==> src/rtl/etr_pkg.sv <==
package etr_pkg;

    localparam int ADDR_W = 10;
    localparam int DATA_W = 32;
    localparam int CNT_W  = 64;
    localparam int OFF_W  = 5;
    localparam int MIN_CH = 3;
    localparam int MAX_CH = 24;

    localparam logic [ADDR_W-1:0] OFS_CAP_LO = 10'h000;
    localparam logic [ADDR_W-1:0] OFS_CAP_HI = 10'h004;
    localparam logic [ADDR_W-1:0] OFS_CFG    = 10'h010;
    localparam logic [ADDR_W-1:0] OFS_ISR    = 10'h020;
    localparam logic [ADDR_W-1:0] OFS_CNT_LO = 10'h0F0;
    localparam logic [ADDR_W-1:0] OFS_CNT_HI = 10'h0F4;
    localparam logic [ADDR_W-1:0] CHAN_BASE  = 10'h100;

    typedef enum logic [2:0] {
        SEL_NONE,
        SEL_CAP_LO,
        SEL_CAP_HI,
        SEL_CFG,
        SEL_ISR,
        SEL_CNT_LO,
        SEL_CNT_HI,
        SEL_CHAN
    } reg_sel_e;

    typedef enum logic {
        CTR_HALTED,
        CTR_RUNNING
    } ctr_state_e;

    function automatic int ch_clamp(input int n);
        if (n < MIN_CH) return MIN_CH;
        if (n > MAX_CH) return MAX_CH;
        return n;
    endfunction

endpackage

==> src/rtl/etr_decode.sv <==
module etr_decode
    import etr_pkg::*;
#(
    parameter int CH = 3
) (
    input  logic [ADDR_W-1:0] addr,
    output reg_sel_e          sel,
    output logic [OFF_W-1:0]  ch_idx
);

    // channel slot index: slots start at 0x100, 0x20 bytes each
    assign ch_idx = addr[ADDR_W-1:5] - 5'd8;

    always_comb begin
        sel = SEL_NONE;
        if (addr[1:0] != 2'b00) begin
            sel = SEL_NONE;
        end else if (addr >= CHAN_BASE) begin
            if (int'(ch_idx) < CH) sel = SEL_CHAN;
        end else begin
            unique case (addr)
                OFS_CAP_LO: sel = SEL_CAP_LO;
                OFS_CAP_HI: sel = SEL_CAP_HI;
                OFS_CFG:    sel = SEL_CFG;
                OFS_ISR:    sel = SEL_ISR;
                OFS_CNT_LO: sel = SEL_CNT_LO;
                OFS_CNT_HI: sel = SEL_CNT_HI;
                default:    sel = SEL_NONE;
            endcase
        end
    end

endmodule

==> src/rtl/etr_counter.sv <==
module etr_counter
    import etr_pkg::*;
(
    input  logic              clk,
    input  logic              rst_n,
    input  logic              cfg_wr,
    input  logic              en_bit,
    input  logic              ld_lo,
    input  logic              ld_hi,
    input  logic [DATA_W-1:0] wdata,
    output logic [CNT_W-1:0]  cnt_q,
    output logic              running,
    output logic              start,
    output logic              stop
);

    ctr_state_e state_q, state_d;
    logic       inc;
    logic       load_lo_ok;
    logic       load_hi_ok;

    // next-state logic
    always_comb begin
        state_d = state_q;
        unique case (state_q)
            CTR_HALTED:  if (cfg_wr && en_bit)  state_d = CTR_RUNNING;
            CTR_RUNNING: if (cfg_wr && !en_bit) state_d = CTR_HALTED;
        endcase
    end

    always_ff @(posedge clk) begin
        if (!rst_n) state_q <= CTR_HALTED;
        else        state_q <= state_d;
    end

    // state outputs
    always_comb begin
        start      = 1'b0;
        stop       = 1'b0;
        inc        = 1'b0;
        load_lo_ok = 1'b0;
        load_hi_ok = 1'b0;
        unique case (state_q)
            CTR_HALTED: begin
                start      = cfg_wr && en_bit;
                load_lo_ok = ld_lo;
                load_hi_ok = ld_hi;
            end
            CTR_RUNNING: begin
                stop = cfg_wr && !en_bit;
                inc  = 1'b1;
            end
        endcase
    end

    assign running = (state_q == CTR_RUNNING);

    always_ff @(posedge clk) begin
        if (!rst_n)          cnt_q <= '0;
        else if (inc)        cnt_q <= cnt_q + 64'd1;
        else if (load_lo_ok) cnt_q[31:0]  <= wdata;
        else if (load_hi_ok) cnt_q[63:32] <= wdata;
    end

    assert_run_R1: assert property (@(posedge clk) disable iff (!rst_n)
        (state_q == CTR_RUNNING) |=> (cnt_q == $past(cnt_q) + 64'd1));

    assert_hold_R2: assert property (@(posedge clk) disable iff (!rst_n)
        (state_q == CTR_HALTED && !ld_lo && !ld_hi) |=> $stable(cnt_q));

endmodule

==> src/rtl/etr_status.sv <==
module etr_status #(
    parameter int CH = 3
) (
    input  logic          clk,
    input  logic          rst_n,
    input  logic [CH-1:0] set,
    input  logic [CH-1:0] clr,
    output logic [CH-1:0] pend
);

    // a new event in the same cycle as a clear is kept
    always_ff @(posedge clk) begin
        if (!rst_n) pend <= '0;
        else        pend <= (pend & ~clr) | set;
    end

    assert_clear_R5: assert property (@(posedge clk) disable iff (!rst_n)
        (|(clr & ~set)) |=> ((pend & $past(clr & ~set)) == '0));

    assert_set_R5: assert property (@(posedge clk) disable iff (!rst_n)
        (|set) |=> ((pend & $past(set)) == $past(set)));

endmodule

==> src/rtl/etr_regfile.sv <==
module etr_regfile
    import etr_pkg::*;
#(
    parameter  int NUM_CH  = 3,
    parameter  int TICK_FS = 10000000,
    localparam int CH      = etr_pkg::ch_clamp(NUM_CH)
) (
    input  logic              clk,
    input  logic              rst_n,
    input  logic              wr_en,
    input  logic              rd_en,
    input  logic [ADDR_W-1:0] addr,
    input  logic [DATA_W-1:0] wdata,
    output logic [DATA_W-1:0] rdata,
    input  logic [DATA_W-1:0] chan_rdata,
    input  logic [CH-1:0]     cmp_ones,
    input  logic [CH-1:0]     irq_set,
    output logic [CNT_W-1:0]  count,
    output logic              global_en,
    output logic              legacy_route,
    output logic [CH-1:0]     chan_wr,
    output logic [CH-1:0]     chan_rd,
    output logic [OFF_W-1:0]  chan_off,
    output logic [CH-1:0]     arm,
    output logic [CH-1:0]     disarm,
    output logic [CH-1:0]     irq_pend
);

    localparam logic [DATA_W-1:0] CAP_LO =
        {16'h0000, 1'b1, 1'b0, 1'b1, 5'(CH - 1), 8'h01};
    localparam logic [DATA_W-1:0] CAP_HI = DATA_W'(TICK_FS);

    reg_sel_e         sel;
    logic [OFF_W-1:0] ch_idx;
    logic             cfg_wr;
    logic             start;
    logic             stop;
    logic [CH-1:0]    isr_clr;
    logic [DATA_W-1:0] rd_mux;

    etr_decode #(.CH(CH)) u_decode (
        .addr   (addr),
        .sel    (sel),
        .ch_idx (ch_idx)
    );

    assign cfg_wr = wr_en && (sel == SEL_CFG);

    etr_counter u_counter (
        .clk     (clk),
        .rst_n   (rst_n),
        .cfg_wr  (cfg_wr),
        .en_bit  (wdata[0]),
        .ld_lo   (wr_en && (sel == SEL_CNT_LO)),
        .ld_hi   (wr_en && (sel == SEL_CNT_HI)),
        .wdata   (wdata),
        .cnt_q   (count),
        .running (global_en),
        .start   (start),
        .stop    (stop)
    );

    assign isr_clr = (wr_en && (sel == SEL_ISR)) ? wdata[CH-1:0] : '0;

    etr_status #(.CH(CH)) u_status (
        .clk   (clk),
        .rst_n (rst_n),
        .set   (irq_set),
        .clr   (isr_clr),
        .pend  (irq_pend)
    );

    always_ff @(posedge clk) begin
        if (!rst_n) begin
            legacy_route <= 1'b0;
            arm          <= '0;
            disarm       <= '0;
        end else begin
            if (cfg_wr) legacy_route <= wdata[1];
            arm    <= start ? ~cmp_ones : '0;
            disarm <= stop ? '1 : '0;
        end
    end

    // per-channel select strobes
    assign chan_off = addr[OFF_W-1:0];
    for (genvar i = 0; i < CH; i++) begin : g_chan
        assign chan_wr[i] = wr_en && (sel == SEL_CHAN) && (int'(ch_idx) == i);
        assign chan_rd[i] = rd_en && (sel == SEL_CHAN) && (int'(ch_idx) == i);
    end

    always_comb begin
        unique case (sel)
            SEL_CAP_LO: rd_mux = CAP_LO;
            SEL_CAP_HI: rd_mux = CAP_HI;
            SEL_CFG:    rd_mux = {30'd0, legacy_route, global_en};
            SEL_ISR:    rd_mux = DATA_W'(irq_pend);
            SEL_CNT_LO: rd_mux = count[31:0];
            SEL_CNT_HI: rd_mux = count[63:32];
            SEL_CHAN:   rd_mux = chan_rdata;
            default:    rd_mux = '0;
        endcase
    end

    always_ff @(posedge clk) begin
        if (!rst_n)     rdata <= '0;
        else if (rd_en) rdata <= rd_mux;
    end

    assert_arm_R4: assert property (@(posedge clk) disable iff (!rst_n)
        (|arm) |-> (global_en && !$past(global_en)));

    assert_disarm_R4: assert property (@(posedge clk) disable iff (!rst_n)
        (|disarm) |-> (!global_en && $past(global_en)));

    assert_onehot_R8: assert property (@(posedge clk) disable iff (!rst_n)
        $onehot0(chan_wr) && $onehot0(chan_rd));

    assert_nostrobe_R9: assert property (@(posedge clk) disable iff (!rst_n)
        (addr[1:0] != 2'b00) |-> (chan_wr == '0 && chan_rd == '0));

endmodule

==> config.mk <==
export PLATFORM = sky130hd
export DESIGN_NAME = etr_regfile
export DESIGN_NICKNAME = d
export VERILOG_FILES = /design/src/rtl/etr_pkg.sv /design/src/rtl/etr_decode.sv /design/src/rtl/etr_counter.sv /design/src/rtl/etr_status.sv /design/src/rtl/etr_regfile.sv
export SDC_FILE = /design/constraint.sdc
export NUM_CORES = 1
export LEC_CHECK = 0
export BUFFER_PORTS_ARGS = -buffer_cell sky130_fd_sc_hd__buf_2
export CELL_PAD_IN_SITES_DETAIL_PLACEMENT = 1
export CELL_PAD_IN_SITES_GLOBAL_PLACEMENT = 1
export CORE_UTILIZATION = 36
export CTS_BUF_LIST = sky130_fd_sc_hd__clkbuf_4
export CTS_CLUSTER_SIZE = 40
export DETAILED_ROUTE_END_ITERATION = 16
export PLACE_DENSITY_LB_ADDON = 0.2
export SYNTH_ARGS = -nofsm -noshare
export SYNTH_HDL_FRONTEND = slang
export SYNTH_HIERARCHICAL = 1
export SYNTH_SLANG_ARGS = --single-unit
==> constraint.sdc <==
create_clock -name clk -period 3.06 [get_ports clk]
set_clock_uncertainty 0.05 [all_clocks]
set_input_delay 0.153 -clock clk [delete_from_list [all_inputs] [get_ports clk]]
set_output_delay 0.153 -clock clk [all_outputs]
set_load 0.02 [all_outputs]
# Yosys cells after proc, flatten, opt, wreduce, memory -nomap -nowiden
# Index checks and enable logic that the tools add are counted.
# Widths: inputs -> output; s select.
# op_classes
n_bitwise,5
eq_ne,15
reduce_logical,22
magnitude_cmp,2
n_addsub,2
n_mux,19
# ops
cell,count
$pmux 32 s7,1
$mux 32,3
$add 64x1->64 const B,1
$mux 64,1
$eq 10x8->1 const B,2
$pmux 3 s6,1
$mux 3,5
$logic_and 1x1->1,14
$eq 3x3->1 const B,4
$eq 10x3->1 const B,1
$eq 10x5->1 const B,1
$eq 10x6->1 const B,1
$ge 10x9->1 const B,1
$logic_not 10->1,1
$mux 1,7
$eq 3x2->1 const B,2
$not 3->3,2
$reduce_bool 2->1,3
$eq 5x2->1 const B,1
$eq 5x3->1 const B,1
$logic_not 5->1,1
$lt 5x2->1 const B,1
$sub 5x4->5 const B,1
$reduce_and 2->1,2
7 further kinds,7
# totals
input_bits,84
ff_bits,107
output_inout_bits,118
wordCells,73

# Depth between registers and ports, before layout
# depth
ltp_word,11
mapped_depth,17
mapped_depth_nobuf,12

# Cells and area by module
# The synthesis kept the hierarchy.
# by_module_without_submodules
module,n_inst,seq_area_each_um2,cells_each,area_per_inst_um2
etr_counter,1,1301.2,592,4628.2
etr_regfile,1,740.7,243,2160.8
etr_decode,1,0.0,26,182.7
etr_status,1,60.1,9,123.9

# Least setup slack after synthesis
# No wires, ideal clock.
# synth_path
path_kind,input to register
start,input port addr[8]
end,register u_counter.cnt_q[37]
t_arrival_ns,2.880
slack_ns,-0.006
path_stages,15
required_time_ns,2.875
setup_time_ns,0.135
n_path_buf,5
cell_sequence,inv_1 -> ha_1 -> a211oi_1 -> nand3_1 -> o21ai_0 -> buf_2 -> clkbuf_2 -> nor2b_1 -> and3_1 -> nor2b_1 -> clkbuf_1 -> buf_1 -> clkbuf_1 -> mux2i_1 -> o221ai_1
# synth_via
elab_chain_len,10
word_cells_on_any_way,22
classes_between,add/sub (1); order compare (2); eq/ne (8); mux (6); reduce/logical (5)
# synth_lines
element,line,rtl
"start, declared",etr_regfile.sv:12,"input logic [ADDR_W-1:0] addr,"
$sub 5x4->5,etr_decode.sv:12,assign ch_idx = addr[ADDR_W-1:5] - 5'd8;
$lt 5x2->1,etr_decode.sv:19,if (int'(ch_idx) < CH) sel = SEL_CHAN;
$mux 3,etr_decode.sv:19,
$mux 3 (*),etr_decode.sv:18,end else if (addr >= CHAN_BASE) begin
$mux 3 (*),etr_decode.sv:16,if (addr[1:0] != 2'b00) begin
named net sel[2],etr_regfile.sv:33,reg_sel_e sel;
"$eq 3x3->1, on equally long branches","etr_regfile.sv:54, etr_regfile.sv:55",
"$logic_and 1x1->1, on equally long branches","etr_regfile.sv:54, etr_regfile.sv:55",
$mux 1,etr_counter.sv:43,unique case (state_q)
$ne 2x1->1 (no line) or $reduce_bool 2->1 (tied branches),-,
$reduce_and 2->1 (no line) (*),-,
"end signal, assigned",etr_counter.sv:60,else if (inc) cnt_q <= cnt_q + 64'd1;
"end signal, assigned",etr_counter.sv:62,else if (load_hi_ok) cnt_q[63:32] <= wdata;
"end, declared",etr_counter.sv:11,"output logic [CNT_W-1:0] cnt_q,"
# Mark *: on every way through the listed nets, which the timed path passes. The rest lies on a longest branch.
# A chain may end at the register's enable or synchronous reset.

# Worst setup path after layout
# layout_path
start,input port addr[8]
end,output port chan_rd[0]
# layout_via
elab_chain_len,8
word_cells_on_any_way,17
classes_between,add/sub (1); order compare (2); eq/ne (6); mux (4); reduce/logical (4)
# layout_lines
element,line,rtl
$sub 5x4->5,etr_decode.sv:12,
named net ch_idx[3],etr_regfile.sv:34,logic [OFF_W-1:0] ch_idx;
$lt 5x2->1,etr_decode.sv:19,
$mux 3,etr_decode.sv:19,
$mux 3,etr_decode.sv:18,
$mux 3,etr_decode.sv:16,
named net sel[1],etr_regfile.sv:33,
$eq 3x3->1,etr_regfile.sv:89,assign chan_rd[i] = rd_en && (sel == SEL_CHAN) && (int'(ch_idx) == i);
$logic_and 1x1->1 (2 in series),etr_regfile.sv:89,
"end, declared",etr_regfile.sv:22,"output logic [CH-1:0] chan_rd,"
# The timed path passes the listed nets, and every way through them passes these cells.

==> flow_summary.ini <==
[cts]
clkTransAtPathRegs_ns = 0.17
htree_levels = 3
numCtsBuffers = 9
clk_latency_ns = 0.50
clock_sinks = 105
clock_path_buffers = 2
cts_tree = built
clockRootBuffer = clkbuf_4

[floorplan]
die_w_um = 142
ios = 202
chipHeight_um = 142
die_area_um2 = 20300
row_count = 50
placeableCoreArea_um2 = 19000
start_util_pct = 37.3

[cells_and_area]
finalInstanceArea_um2 = 9130
layout.nets = 1195
drive_above_1_share_pct = 30.0
seq_area_um2 = 2100
area_growth_pct = 28.7
nFillCells = 2393
multiInputGateArea_um2 = 4530
final_core_util_pct = 48.0

[global_routing]
grt_pass1_wl_mm = 44.6
antenna_found_initial = 1
grt.total_usage_pct = 28.6
grt_start_max_net_pins = 104
overflow = 0
grt_pass1_vias = 7772

[synthesis]
ys.flop_type = dfxtp_1
synthAdderAreaFrac_pct = 0.705
avgSynthCellArea_um2 = 8.16
synth_enable_flop_cells = 0
yosysUniqueCellTypes = 70
synth_area_um2 = 7100
synth_compound_area_share_pct = 22.4
async_flop_share_pct = 0
synth_top_area_cell = dfxtp_1
synth_nets = 958
synth_top_family_by_area = simple AND/OR/NAND/NOR gates
netlist_top_cells_area = dfxtp_1, mux2_2, o21ai_0
synth.top_cell.area_share_pct = 29.6
muxShareOfSynthArea_pct = 10.0
synth_seq_area_share_pct = 29.6
syn_inst = 870
synthXorXnorAreaFrac_pct = 3.09
yosysWarningCount = 6
ys_ff_latch = 105
synth-simple-area-share_pct = 27.0

[place]
place_ws_ns = 0.0194
gp_congestion = 0.840
numPortBuffers = 201
dpl_cell_area_um2 = 8490
dp_hpwl_mm = 20.9

[run]
drv_cap = 0

[power_and_ir_drop]
p_leak_uw = 0.00357
finalPower_uw = 2400
ir_drop_v = 0.000164
power.density_nw_per_um2 = 263

[status]
status = finished, final reports clean

[hold_path]
hp-class = input pin to flop

[timing]
worst_slew_pin_slew_ns = 0.763
fmax_mhz = 357
period_share_pct = 91.5
rsz0062_at_grt = no
finalHoldViolations = 0
tns_ns = 0
final_max_slew_viol_count = 0
period_needed_ns = 2.80
fin_ws_ns = 0.261
slew_headroom_pct = 49.1
setup_viol = 0

[routing]
wirelength_mm = 29.0
drtIter0Drc = 524
drt_pass1_iterations = 5
ant_nets = 0
drt-met1-wl_mm = 13.1
wl_met2_mm = 14.0
drcViolationCount = 0
vias = 7987
routed-wl-met3_mm = 1.28
maxUsedRoutingLayer = met4
vias_per_cell = 5.82
wl_per_cell_um = 21.1

[worst_setup_path]
cp.arrival_ns = 2.60
cpMaxStageDelayCell = buf_4
path_max_fanout = 43
worstPathRequired_ns = 2.86
worstPathCellList = buf_2 -> inv_1 -> ha_1 -> nand4b_1 -> o31ai_4 -> buf_4 -> and2_4 -> nand3_1 -> nor3_1 -> buf_2
cp_common_cell = buf_2
crit_family = buffers and inverters
critPathBufInv = 4
end_kind = output pin
crit_type = input pin to output pin
start_kind = input pin
slowest_delay_ns = 0.57
cells in the mapped netlist (all sizes together) (7+ instances only):
cell	count
dfxtp	105
nand2	77
o21ai	64
buf	48
nor2	45
mux2	37
a21oi	36
nand3	35
nor2b	31
a211oi	30
nand4	29
clkbuf	28
mux2i	27
nor3	27
inv	25
a22oi	21
nor4	21
or4	17
a31oi	14
xnor2	13
o22ai	12
o31ai	12
xor2	12
a311oi	8
or3	8
a22o	7
and3	7
and4	7
nand2b	7
o211a	7
o21a	7
final timing paths:
kind	startpoint	endpoint	slack [ns]	depth (start not counted)
worst max-delay path	addr[8]	chan_rd[0]	0.26	10
worst min-delay path	chan_rdata[15]	rdata[15]	0.03	4
worst max register to register	u_counter/cnt_q[1]	u_counter/cnt_q[40]	0.34	6
worst min register to register	rdata[18]	rdata[18]	0.42	2
stage by stage:
step | cells | hold WS (ns)
final | 1373 | 0.0316
after global routing | 1373 | 0.0348
after CTS | 1372 | 0.00250
after detailed placement | 1306 | 0.263
after global placement | 1306 | 0.259
after floorplan | 870 | 0.175
cell type report:
cell class,count,share of cell area [%]
flip-flops and latches,105,23.0
repair buffers,302,21.2
diodes,1,0.0274
well taps,260,3.56
multi-input cells,664,49.6
clock buffers,9,0.740
clock inverters,7,0.740
inverters,25,1.03
tightest hold or removal path: stages:
cell and delay (ns):
buf_2 0.10, nand2_1 0.05, a221oi_1 0.07, o21a_1 0.18
layer usage:
| layer | global-route usage (%) | vias up |
|---|---|---|
| met5 | 0 | - |
| met4 | 9.39 | 0 |
| met3 | 2.76 | 32 |
| met2 | 49.0 | 243 |
| met1 | 37.5 | 3976 |
| li1 | - | 3736 |
placed cells by master (no fill, tap or decap), drive strengths merged, types with 4 or more instances in the layout:
cell type / count
xor2: 12
nand4: 29
dfxtp: 105
or4: 17
nand3: 35
mux2: 37
nand2b: 7
or3: 8
o211a: 7
buf: 252
o21a: 7
xnor2: 13
and2: 4
a211oi: 30
a22oi: 21
and4: 7
o31ai: 12
nand4b: 4
o22ai: 12
a31oi: 14
a21oi: 36
dlygate4sd3: 50
mux2i: 27
and3: 7
o21ai: 64
nand2: 77
a311oi: 8
nor3: 27
nor2b: 31
nor4: 21
nor2: 45
clkbuf: 9
a22o: 7
ha: 4
inv: 27
what timing repair did:
item / CTS / global route
resized for setup: 0 / 0
hold buffers: 50 / 0
hold endpoints to repair: 63 / 0
buffers inserted: 0 / 0
kinds of logic (layout without fill, tap and decap cells):
kind of cell | Yosys count | in the layout
multiplexers | 65 | 65
adder cells (fa/ha/maj) | 4 | 4
AO/OA/AOI/OAI | 241 | 241
flip-flops | 105 | 105
other | 0 | 1
AND/OR/NAND/NOR | 329 | 329
buffers and inverters | 101 | 343
XOR/XNOR | 25 | 25
power by group:
part,internal (uW),total [uW],switching [uW],leakage (uW)
Sequential,1370,1380,3.52,0.000847
Clock,249,789,540,0.0000718
Combinational,117,236,119,0.00265
sequential cells by signal, summed over array words and instances (netlist names), named ones only:
register,flops
rdata,32
arm,3
u_counter/cnt_q,64
legacy_route,1
u_status/pend,3
disarm,1
Power figures use the tool's default switching activity.
